### config.mk
export PLATFORM = sky130hd
export DESIGN_NAME = thermal_event_ctrl
export DESIGN_NICKNAME = d
export VERILOG_FILES = /design/src/rtl/thermal_event_ctrl.sv
export SDC_FILE = /design/constraint.sdc
export NUM_CORES = 1
export LEC_CHECK = 0
export ABC_AREA = 1
export BUFFER_PORTS_ARGS = -buffer_cell sky130_fd_sc_hd__buf_4
export CORE_MARGIN = 1
export CORE_UTILIZATION = 35
export CTS_BUF_LIST = sky130_fd_sc_hd__clkbuf_8 sky130_fd_sc_hd__clkbuf_16
export DETAILED_ROUTE_END_ITERATION = 10
export GPL_TIMING_DRIVEN = 0
export SYNTH_ARGS = -nofsm -noshare
export SYNTH_HDL_FRONTEND = slang
export SYNTH_SLANG_ARGS = --single-unit
### constraint.sdc
create_clock -name clk -period 3.6 [get_ports clk]
set_input_delay 0.18 -clock clk [delete_from_list [all_inputs] [get_ports clk]]
set_output_delay 0.18 -clock clk [all_outputs]
set_load 0.005 [all_outputs]
### src/rtl/thermal_event_ctrl.sv
module thermal_event_ctrl #(
  parameter int TW = 13,
  parameter int DW = 16,
  parameter int AW = 3
) (
  input  logic          clk,
  input  logic          rst_n,
  input  logic          samp_valid,
  input  logic [TW-1:0] samp_temp,
  input  logic          reg_wr,
  input  logic [AW-1:0] reg_addr,
  input  logic [DW-1:0] reg_wdata,
  output logic [DW-1:0] reg_rdata,
  output logic          evt_pull_low
);

  localparam logic [AW-1:0] A_CFG  = AW'(0);
  localparam logic [AW-1:0] A_HI   = AW'(1);
  localparam logic [AW-1:0] A_LO   = AW'(2);
  localparam logic [AW-1:0] A_CRIT = AW'(3);
  localparam logic [AW-1:0] A_HYST = AW'(4);
  localparam logic [AW-1:0] A_STAT = AW'(5);
  localparam logic [AW-1:0] A_TEMP = AW'(6);
  localparam logic [1:0] M_INT  = 2'd0;
  localparam logic [1:0] M_CRIT = 2'd2;
  localparam logic signed [TW-1:0] T_MAX = {1'b0, {(TW-1){1'b1}}};
  localparam logic signed [TW-1:0] T_MIN = {1'b1, {(TW-1){1'b0}}};
  localparam int XW = DW - TW;

  logic                 en_q;
  logic [1:0]           mode_q;
  logic signed [TW-1:0] hi_q, lo_q, crit_lim_q, temp_q;
  logic [TW-2:0]        hyst_q;
  logic                 win_q, lat_q, crit_q, pull_q;

  logic                 clr_evt, above, below, win_nx, lat_nx, crit_nx, pull_nx;
  logic signed [TW:0]   crit_floor, temp_x;

  assign clr_evt = reg_wr && reg_addr == A_STAT && reg_wdata[0];

  always_ff @(posedge clk or negedge rst_n) begin
    if (!rst_n) begin
      en_q       <= 1'b0;
      mode_q     <= M_INT;
      hi_q       <= T_MAX;
      lo_q       <= T_MIN;
      crit_lim_q <= T_MAX;
      hyst_q     <= '0;
    end else if (reg_wr) begin
      case (reg_addr)
        A_CFG:  begin en_q <= reg_wdata[0]; mode_q <= reg_wdata[2:1]; end
        A_HI:   hi_q       <= reg_wdata[TW-1:0];
        A_LO:   lo_q       <= reg_wdata[TW-1:0];
        A_CRIT: crit_lim_q <= reg_wdata[TW-1:0];
        A_HYST: hyst_q     <= reg_wdata[TW-2:0];
        default: ;
      endcase
    end
  end

  always_ff @(posedge clk or negedge rst_n) begin
    if (!rst_n)          temp_q <= '0;
    else if (samp_valid) temp_q <= samp_temp;
  end

  assign above      = temp_q > hi_q;
  assign below      = temp_q < lo_q;
  assign win_nx     = above | below;
  assign temp_x     = {temp_q[TW-1], temp_q};
  assign crit_floor = {crit_lim_q[TW-1], crit_lim_q} - $signed({2'b00, hyst_q});
  assign crit_nx    = (temp_q > crit_lim_q) | (crit_q & !(temp_x < crit_floor));

  always_comb begin
    if (!en_q || mode_q != M_INT) lat_nx = 1'b0;
    else if (win_nx && !win_q)    lat_nx = 1'b1;
    else if (clr_evt)             lat_nx = 1'b0;
    else                          lat_nx = lat_q;
  end

  always_comb begin
    case (mode_q)
      M_INT:   pull_nx = lat_nx | crit_nx;
      M_CRIT:  pull_nx = crit_nx;
      default: pull_nx = win_nx | crit_nx;
    endcase
    pull_nx = pull_nx & en_q;
  end

  always_ff @(posedge clk or negedge rst_n) begin
    if (!rst_n) begin
      win_q  <= 1'b0;
      lat_q  <= 1'b0;
      crit_q <= 1'b0;
      pull_q <= 1'b0;
    end else begin
      win_q  <= win_nx;
      lat_q  <= lat_nx;
      crit_q <= crit_nx;
      pull_q <= pull_nx;
    end
  end

  assign evt_pull_low = pull_q;

  always_comb begin
    case (reg_addr)
      A_CFG:   reg_rdata = {{(DW-3){1'b0}}, mode_q, en_q};
      A_HI:    reg_rdata = {{XW{hi_q[TW-1]}}, hi_q};
      A_LO:    reg_rdata = {{XW{lo_q[TW-1]}}, lo_q};
      A_CRIT:  reg_rdata = {{XW{crit_lim_q[TW-1]}}, crit_lim_q};
      A_HYST:  reg_rdata = {{(DW-TW+1){1'b0}}, hyst_q};
      A_STAT:  reg_rdata = {{(DW-5){1'b0}}, crit_q, below, above, lat_q, 1'b0};
      A_TEMP:  reg_rdata = {{XW{temp_q[TW-1]}}, temp_q};
      default: reg_rdata = '0;
    endcase
  end

endmodule

==> impl_metrics.env, run 1 <==
export IMPL_pwr_share_clk_pct=27.5
export IMPL_drt_iter0_drc=332
export IMPL_initial_utilization_pct=35.80
export IMPL_crit_fanout=5
export IMPL_max_stage_delay_ns=0.56
export IMPL_slew_headroom_pct=40.45
export IMPL_grtUsageMet2_pct=31.75
export IMPL_crit_buf_inv=2
export IMPL_synth_area_leaders="dfrtp_1 23%, ha_1 16%, dfstp_2 13%, nand2_1 11%, inv_1 7.6%"
export IMPL_synthesis_nets=724
export IMPL_clk_pin_slew_ns=0.06
export IMPL_io_pins=53
export IMPL_outcome="complete, no violations"
export IMPL_grt_max_degree=72
export IMPL_synth_seq_cells=71
export IMPL_p_int_mw=2.097
export IMPL_fin_crit_sh_pct=92.83
export IMPL_rows=43
export IMPL_overflow=0
export IMPL_postSynthCellCount=624
export IMPL_seq_area_frac_synth_pct=36.38
export IMPL_slew_viol_final=0
export IMPL_yosysUniqueCellTypes=41
export IMPL_grt_busiest_layer="met2"
export IMPL_grt_usage_pct=20.18
export IMPL_setup_viol=0
export IMPL_grtUsageMet3_pct=3.055
export IMPL_total_power_mw=3.409
export IMPL_powerDensity_mw_per_mm2=580.1
export IMPL_fin_nets=783
export IMPL_tightest_slew_ns=0.8932
export IMPL_coreArea_sq_mm=0.01388
export IMPL_routedWlPerCell_um=16.18
export IMPL_p_sw_mw=1.312
export IMPL_ff_latch_area_sq_mm=0.001808
export IMPL_startpoint_type="flop"
export IMPL_drtAntennaViolNets=0
export IMPL_num_vias=4472
export IMPL_cts_path_max_buffers=2
export IMPL_antenna_found_initial=0
export IMPL_fp_dieW_um=121.2
export IMPL_synth_async_reset_ratio_pct=100.0
export IMPL_critPathMostFrequentCell="nand2_1"
export IMPL_yosysTopAreaCellShare_pct=23.16
export IMPL_clk_latency_ns=0.34
export IMPL_holdPathStages=3
export IMPL_max_vdd_ir_drop_mv=0.2333
export IMPL_drc=0
export IMPL_grt_pass1_vias=4463
export IMPL_fmax_mhz=299.2
export IMPL_combPwrFrac_pct=39.6
export IMPL_synth_warning_count=0
export IMPL_end_kind="flop"
export IMPL_p_leak_nw=2.947
export IMPL_dp_hpwl_um=11140
export IMPL_seqPwrFrac_pct=32.9
export IMPL_synth_edf_count=0
export IMPL_routed_wl_um=14040
export IMPL_hold_class="input pin to flop"
export IMPL_drv_cap=0
export IMPL_rsz0062_at_grt="false"
export IMPL_cts_tree="built"
export IMPL_final_hold_violation_count=0
export IMPL_cts_buffers=9
export IMPL_yosysTopAreaCell="dfrtp_1"
export IMPL_area_growth_pct=18.25
export IMPL_syn_avg_cell_area_sq_um=7.964
export IMPL_fin_crit_ns=3.342
export IMPL_place_congestion=0.9636
export IMPL_cts_sinks=71
export IMPL_switching_share_pct=38.49
export IMPL_io_buffers=47
export IMPL_multi_input_area_sq_mm=0.002695
export IMPL_critPathKind="flop to flop"
export IMPL_crit_family="compound AO/OA/AOI/OAI gates"
export IMPL_dr_pass1_iters=5
export IMPL_synth_cell_area_sq_mm=0.004970
export IMPL_arrival_ns=3.58
export IMPL_viasPerCell=5.152
export IMPL_root_buffer="clkbuf_16"
export IMPL_layout_drive_gt1_share_pct=17.30
export IMPL_setup_tns_ns=0
export IMPL_path_depth=23
export IMPL_crit_chain="ha_1, a21oi_1, o21ai_1, a21oi_2, o21ai_2, nand2_1, nand2_1, nand3_1, nand2_1, xor2_1, ha_1, a21oi_1, o21ai_0, a21oi_1, nand2_1, nand2_1, nand2_1, nand2_1, nand2_1, inv_1, nand3_1, nand2_1, inv_1"
export IMPL_slowest_stage="dfstp_2"
export IMPL_met1_usage_pct=27.55
export IMPL_synth_flop_cell="dfrtp_1"
export IMPL_worst_ep_required_time_ns=3.84
export IMPL_die_y_um=121.2
export IMPL_grt_pass1_wl_um=22660
export IMPL_die_area_sq_mm=0.01468
export IMPL_clock_skew_final_ns=0.006552
export IMPL_htreeDepth=3
export IMPL_fillers=1425
export IMPL_r2r_cells=23
export IMPL_antenna_cells=0
[flip-flops by register name (all words and copies together) (netlist names)]
name          cells
crit_lim_q       13
crit_q            1
en_q              1
evt_pull_low      1
hi_q             13
hyst_q           12
lat_q             1
lo_q             13
mode_q            2
temp_q           13
win_q             1
[worst paths after layout]
check	slack [ns]	start	to
worst max-delay path	0.26	crit_lim_q[2]	evt_pull_low
worst min-delay path	0.05	samp_temp[4]	temp_q[4]
min in group asynchronous	0.50	rst_n	temp_q[5]
worst max register to register	0.26	crit_lim_q[2]	evt_pull_low
worst min register to register	0.49	lo_q[11]	lo_q[11]
max in group asynchronous	2.51	rst_n	mode_q[0]
[what timing repair did]
action	in CTS	in global routing
buffers inserted	0	0
resized for setup	0	3
hold buffers	1	0
endpoints found under the hold margin	7	0
setup endpoints to repair	0	1
[cell type report]
class                      count  share of cell area, %
buffer                        18                  1.490
clock buffer                  10                  4.066
clock inverter                 6                  1.171
inverter                     104                  6.643
multi-input combinational    431                  45.86
sequential                    71                  30.76
tap                          180                  3.832
timing repair buffer          48                  6.174
[synthesized netlist by cell type (2+ instances only)]
library cell / instances
o22ai_1: 12
nor3_1: 3
o21a_1: 2
o221ai_1: 9
xor2_1: 7
nor2_2: 2
nand2_2: 3
o21ai_0: 70
inv_1: 101
a2111oi_0: 2
o21ai_1: 5
mux2_2: 9
o2111ai_1: 3
buf_2: 4
nand3_1: 16
nor2_1: 16
a221oi_1: 3
buf_4: 4
inv_2: 2
xnor2_1: 4
dfstp_2: 25
nand4_1: 3
clkbuf_1: 10
nor4_1: 2
nand2_1: 145
nand3_2: 2
a21oi_1: 37
nand3b_1: 3
ha_1: 63
dfrtp_1: 46
[stage by stage]
stage | instances | util [%] | cell area, sq um | setup WS, ns | hold slack, ns
floorplan | 624 | - | 4970 | 0.6355 | -0.1156
global placement | 851 | 39.97 | 5548 | 0.2028 | 0.3480
detailed placement | 851 | 39.97 | 5548 | 0.1598 | 0.3593
CTS | 868 | 42.26 | 5866 | 0.1463 | 0.04595
global route | 868 | 42.34 | 5877 | 0.01124 | 0.05593
finish | 868 | 42.34 | 5877 | 0.2582 | 0.05109
[placed cells by master, fill, tap and decap left out, types with 4 or more instances in the layout]
cell type,instances
buf_4,51
xnor2_1,4
clkbuf_1,10
nor2_1,16
o21ai_0,70
ha_1,63
dfrtp_1,46
o221ai_1,9
a21oi_1,37
buf_2,4
o22ai_1,12
nand2_1,145
dfstp_2,25
mux2_2,9
xor2_1,7
inv_1,101
clkbuf_16,9
nand3_1,16
o21ai_1,4
[logic make-up after synthesis]
| kind of cell | synth area share [%] |
|---|---|
| and+or+nand+nor | 16.39 |
| AOI/OAI and AO/OA | 17.37 |
| buffers and inverters | 9.617 |
| DFF | 36.38 |
| adders and majority gates | 16.26 |
| xor gates and xnor gates | 1.939 |
| muxes | 2.039 |
[routing by layer]
metal / up-vias / wire, um
li1: 2202 / -
met1: 2111 / 6602
met2: 130 / 6410
met3: 29 / 661
met4: 0 / 366
met5: - / 0
[power groups by stage]
stage                     logic (mW)  clock network [mW]  registers, mW
after floorplan                0.971                   0           1.07
after global placement          1.28                   0           1.13
after detailed placement        1.32                   0           1.13
after CTS                       1.33               0.953           1.12
after global routing            1.55               0.987           1.14
final                           1.35               0.936           1.12
[worst register-to-register path, delay by kind of cell (launching register included)]
family	cells	cell delay [ns]
XOR/XNOR	1	0.15
AND/OR/NAND/NOR	11	0.72
buffers and inverters	2	0.09
AO/OA/AOI/OAI	7	1.11
adder cells (fa/ha/maj)	2	0.60
flip-flops	1	0.56
(Power assumes the default switching activity.)
==> run 2: changes to the inputs <==
Settings changed: ABC_AREA 1 to default, BUFFER_PORTS_ARGS -buffer_cell sky130_fd_sc_hd__buf_4 to -buffer_cell sky130_fd_sc_hd__buf_2, CORE_MARGIN 1 to default.
==> impl_metrics.env, run 2 <==
export IMPL_yosysUniqueCellTypes=57
export IMPL_fin_crit_ns=3.503
export IMPL_final_cell_mix="61 x ha_1, 60 x nand2_1, 57 x inv_1"
export IMPL_max_stage_delay_ns=0.56
export IMPL_worst_ep_required_time_ns=3.82
export IMPL_setup_viol=0
export IMPL_critPathKind="flop to flop"
export IMPL_grt_pass1_vias=4227
export IMPL_slowest_stage="dfstp_2"
export IMPL_io_buffers=47
export IMPL_cts_path_max_buffers=2
export IMPL_io_pins=53
export IMPL_clk_latency_ns=0.34
export IMPL_total_power_mw=3.533
export IMPL_postCtsHoldBufs=0
export IMPL_end_kind="flop"
export IMPL_dp_hpwl_um=10840
export IMPL_syn_avg_cell_area_sq_um=9.328
export IMPL_powerDensity_mw_per_mm2=600.1
export IMPL_p_leak_nw=2.687
export IMPL_fin_crit_sh_pct=97.31
export IMPL_rsz0062_at_grt="true"
export IMPL_synth_warning_count=0
export IMPL_wl_met1_um=6394
export IMPL_antenna_cells=0
export IMPL_cts_buffers=9
export IMPL_cts_tree="built"
export IMPL_final_hold_violation_count=28
export IMPL_overflow=0
export IMPL_clock_skew_final_ns=0.009088
export IMPL_routed_wl_um=13960
export IMPL_antenna_found_initial=0
export IMPL_ys_top_cells_by_count="63 x ha_1, 60 x nand2_1, 57 x o21ai_0, 56 x inv_1, 46 x dfrtp_1"
export IMPL_utilization_pct=42.25
export IMPL_clk_pin_slew_ns=0.06
export IMPL_tightest_slew_ns=0.9499
export IMPL_synth_cell_area_sq_mm=0.005019
export IMPL_startpoint_type="flop"
export IMPL_crit_chain="inv_2, ha_4, fa_2, nor2b_1, o21ai_1, nand2b_1, a311oi_2, xor2_1, ha_1, o21a_1, o211ai_1, o21ai_1, o21a_1, a211o_1, a211o_1"
export IMPL_drtAntennaViolNets=0
export IMPL_synth_async_reset_ratio_pct=100.0
export IMPL_synth_area_leaders="dfrtp_1 23%, ha_1 16%, dfstp_2 13%, mux2_2 7.2%, o21ai_0 5.7%"
export IMPL_routedWlPerCell_um=17.78
export IMPL_grt_usage_pct=20.01
export IMPL_synth_most_common_cell="ha_1"
export IMPL_synth_flop_cell="dfrtp_1"
export IMPL_fin_nets=700
export IMPL_highest_layer="met4"
export IMPL_seq_area_frac_synth_pct=36.03
export IMPL_postSynthCellCount=538
export IMPL_synth_seq_cells=71
export IMPL_area_growth_pct=17.30
export IMPL_fp_dieW_um=121.7
export IMPL_final_area_sq_mm=0.005887
export IMPL_synth_edf_count=0
export IMPL_die_area_sq_mm=0.01482
export IMPL_die_y_um=121.7
export IMPL_slew_headroom_pct=36.54
export IMPL_wl_met3_um=750
export IMPL_outcome="complete, but fails checks"
export IMPL_slew_viol_final=0
export IMPL_cts_sinks=71
export IMPL_layout_drive_gt1_share_pct=25.29
export IMPL_wl_met2_um=6657
export IMPL_viasPerCell=5.406
export IMPL_drc=0
export IMPL_dr_pass1_iters=5
export IMPL_drv_cap=0
export IMPL_whs_ns=-0.01747
export IMPL_setup_tns_ns=0
export IMPL_yosysTopAreaCell="dfrtp_1"
export IMPL_fillers=1347
export IMPL_rows=43
export IMPL_fmax_mhz=285.5
export IMPL_drt_iter0_drc=231
export IMPL_max_vdd_ir_drop_mv=0.2527
export IMPL_root_buffer="clkbuf_16"
export IMPL_hold_class="input pin to asynchronous set/reset pin"
export IMPL_coreArea_sq_mm=0.01393
export IMPL_num_vias=4244
export IMPL_place_congestion=0.8872
export IMPL_synthesis_nets=638
export IMPL_htreeDepth=3
export IMPL_final_common_cell="ha_1"
export IMPL_grt_pass1_wl_um=22360
export IMPL_crit_fanout=4
export IMPL_yosysTopAreaCellShare_pct=22.94
export IMPL_initial_utilization_pct=36.02
export IMPL_post_dp_cell_area_sq_mm=0.005482
export IMPL_arrival_ns=3.73
export IMPL_grt_max_degree=72
export IMPL_violations="negative hold slack"
[run 2: what timing repair did]
item | 4_1_cts | 5_1_grt
endpoints found under the setup margin | 1 | 1
pin swaps | 4 | 12
setup buffers | 2 | 2
resized for setup | 6 | 12
[run 2: per-layer routing]
metal | vias up | GRT usage (%)
met3 | 13 | 3.464
met1 | 2071 | 27.04
li1 | 2037 | -
met4 | 0 | 5.401
met5 | - | 0
met2 | 123 | 32.80
[run 2: report_power, final]
group          total (mW)  internal [mW]  switching (mW)
sequential           1.16           1.00           0.156
combinational        1.46          0.676           0.782
clock               0.917          0.568           0.348
[run 2: worst max-delay path: cells and delay by family (launching register included)]
family                     cells  cell delay, ns
xor gates and xnor gates       1            0.16
AOI/OAI and AO/OA              8            1.52
adders and majority gates      3            0.84
buffers and inverters          1            0.05
and+or+nand+nor                2            0.26
DFF                            1            0.56
[run 2: metrics by stage]
stage / cells / worst slack [ns]
after floorplan: 538 / 0.3513
final: 785 / 0.09678
after CTS: 783 / 0.02404
after global routing: 785 / -0.06492
after detailed placement: 765 / -0.1179
after global placement: 765 / -0.07064
[run 2: area by class of cell]
class,count,area [sq um],share of cell area [%]
Tap cell,180,225.2,3.826
Buffer,22,98.84,1.679
Clock inverter,5,50.05,0.8502
Timing Repair Buffer,51,267.8,4.548
Multi-Input combinational cell,389,2974,50.52
Inverter,56,210.2,3.571
Sequential cell,71,1808,30.71
Clock buffer,11,252.7,4.293
[run 2: cell families after synthesis]
family	after synthesis	share of synthesized area, %
DFF	71	36.03
muxes	46	10.82
xor gates and xnor gates	9	1.571
and+or+nand+nor	134	12.62
AOI/OAI and AO/OA	136	16.70
adders and majority gates	64	16.11
buffers and inverters	78	6.158
[run 2: worst paths after layout]
kind / start / to / slack [ns] / cells past startpoint
worst max-delay path: crit_lim_q[0] / evt_pull_low / 0.1 / 15
worst min-delay path: rst_n / temp_q[3] / -0.02 / 1
worst max register to register: crit_lim_q[0] / evt_pull_low / 0.1 / 15
worst min register to register: hi_q[3] / hi_q[3] / 0.52 / 2
max in group asynchronous: rst_n / hyst_q[8] / 3.02 / 1
min in group clk: samp_temp[0] / temp_q[0] / 0.06 / 3
==> run 3: changes to the inputs <==
Clock period 3.6 ns to 3.45 ns, I/O delays scaled along.
==> impl_metrics.env, run 3 (synthesis gave the netlist of run 2 again) <==
export IMPL_root_buffer="clkbuf_16"
export IMPL_coreArea_sq_mm=0.01393
export IMPL_final_hold_violation_count=30
export IMPL_tightest_slew_ns=0.9636
export IMPL_routed_wl_um=13980
export IMPL_stdcell_count=790
export IMPL_htreeDepth=3
export IMPL_whs_ns=-0.03921
export IMPL_final_area_sq_mm=0.005903
export IMPL_place_congestion=0.8872
export IMPL_area_growth_pct=17.63
export IMPL_cts_tree="built"
export IMPL_die_area_sq_mm=0.01482
export IMPL_io_pins=53
export IMPL_setup_viol=1
export IMPL_utilization_pct=42.36
export IMPL_cts_buffers=9
export IMPL_routedWlPerCell_um=17.70
export IMPL_fmax_mhz=289.2
export IMPL_combPwrFrac_pct=41.5
export IMPL_overflow=0
export IMPL_rsz0062_at_grt="true"
export IMPL_layout_drive_gt1_share_pct=25.41
export IMPL_placed_cells=765
export IMPL_viasPerCell=5.399
export IMPL_clk_pin_slew_ns=0.06
export IMPL_drc=0
export IMPL_powerDensity_mw_per_mm2=626.2
export IMPL_worst_slack_ns=-0.007682
export IMPL_final_common_cell="ha_1"
export IMPL_critPathKind="flop to flop"
export IMPL_dp_hpwl_um=10840
export IMPL_drt_iter0_drc=312
export IMPL_fp_dieW_um=121.7
export IMPL_drtAntennaViolNets=0
export IMPL_grt_max_degree=72
export IMPL_clock_skew_final_ns=0.008940
export IMPL_grt_pass1_vias=4259
export IMPL_grt_pass1_wl_um=22610
export IMPL_initial_utilization_pct=36.02
export IMPL_fin_nets=705
export IMPL_fin_crit_sh_pct=100.2
export IMPL_max_vdd_ir_drop_mv=0.2700
export IMPL_arrival_ns=3.69
export IMPL_num_vias=4265
export IMPL_drv_cap=0
export IMPL_outcome="complete, but fails checks"
export IMPL_clk_latency_ns=0.34
export IMPL_worst_ep_required_time_ns=3.68
export IMPL_startpoint_type="flop"
export IMPL_cts_path_max_buffers=2
export IMPL_io_buffers=47
export IMPL_dr_pass1_iters=5
export IMPL_grt_usage_pct=20.25
export IMPL_die_y_um=121.7
export IMPL_slew_viol_final=0
export IMPL_slew_headroom_pct=35.62
export IMPL_seqPwrFrac_pct=32.6
export IMPL_wl_met2_um=6678
export IMPL_switching_share_pct=36.26
export IMPL_wl_met1_um=6311
export IMPL_hold_class="input pin to asynchronous set/reset pin"
export IMPL_rows=43
export IMPL_crit_fanout=3
export IMPL_p_leak_nw=2.710
export IMPL_antenna_found_initial=0
export IMPL_p_int_mw=2.356
export IMPL_fin_crit_ns=3.458
export IMPL_final_cell_mix="62 x ha_1, 60 x nand2_1, 57 x inv_1"
export IMPL_post_dp_cell_area_sq_mm=0.005482
export IMPL_pwr_share_clk_pct=25.9
export IMPL_cts_sinks=71
export IMPL_violations="negative hold slack, negative setup slack"
export IMPL_p_sw_mw=1.340
export IMPL_wl_met3_um=826
export IMPL_antenna_cells=0
export IMPL_highest_layer="met4"
export IMPL_end_kind="flop"
==> run 3: changes by cell type in the layout (fill, tap and decap cells not counted), sizes merged <==
cell  before  now
buf       59   64
==> run 3: path summary, 6_finish.rpt <==
path,slack (ns),from,depth (start not counted),endpoint
hold / removal,-0.04,rst_n,1,evt_pull_low
setup / recovery,-0.008,crit_lim_q[0],15,evt_pull_low
setup reg to reg,-0.008,crit_lim_q[0],15,evt_pull_low
max in group asynchronous,2.89,rst_n,1,hyst_q[8]
hold reg to reg,0.52,hi_q[10],2,hi_q[10]
min in group clk,0.05,samp_temp[0],3,temp_q[0]
==> run 3: critical path: stages (launching register included) <==
cell	delay [ns]
dfstp_2	0.54
inv_2	0.04
ha_4	0.16
fa_2	0.40
nor2b_1	0.12
o21ai_1	0.07
nand2b_1	0.14
a311oi_2	0.12
xor2_1	0.16
ha_1	0.28
o21a_1	0.17
o211ai_1	0.28
o21ai_1	0.13
o21a_1	0.18
a211o_1	0.29
a211o_1	0.27
==> run 3: final cells by class <==
cell class / instances / area, sq um
fillers: 1349 / 8031
multi-input cells: 389 / 2953
flip-flops and latches: 71 / 1808
repair buffers: 56 / 305.3
clock buffers: 11 / 252.7
well taps: 180 / 225.2
inverters: 56 / 210.2
plain buffers: 22 / 98.84
clock inverters: 5 / 50.05
==> run 3: per-layer routing <==
metal | vias to the layer above | GRT usage (%)
met1 | 2084 | 27.14
met2 | 117 | 33.40
met4 | 0 | 5.556
met5 | - | 0
met3 | 16 | 3.558
li1 | 2048 | -
==> run 3: per-stage QoR <==
step	worst slack (ns)	setup TNS, ns	power (mW)
floorplan	0.2013	0	2.200
global placement	-0.2206	-0.2206	2.560
detailed placement	-0.2679	-0.2679	2.611
CTS	0.01155	0	3.700
global route	-0.1671	-0.1671	3.966
finish	-0.007682	-0.007682	3.696
==> run 3: power by group through the flow <==
stage,Combinational (mW),Sequential [mW],Clock [mW]
2_1_floorplan,1.05,1.14,0
3_3_place_gp,1.35,1.22,0
3_5_place_dp,1.39,1.22,0
4_1_cts,1.53,1.20,0.970
5_1_grt,1.74,1.22,1.00
6_report,1.54,1.20,0.958
==> run 3: repair_timing <==
action / in CTS / in global routing
setup buffers: 9 / 0
setup endpoints to repair: 2 / 1
gates resized for setup: 14 / 1
pin swaps: 12 / 2
hold buffers: 0 / 0
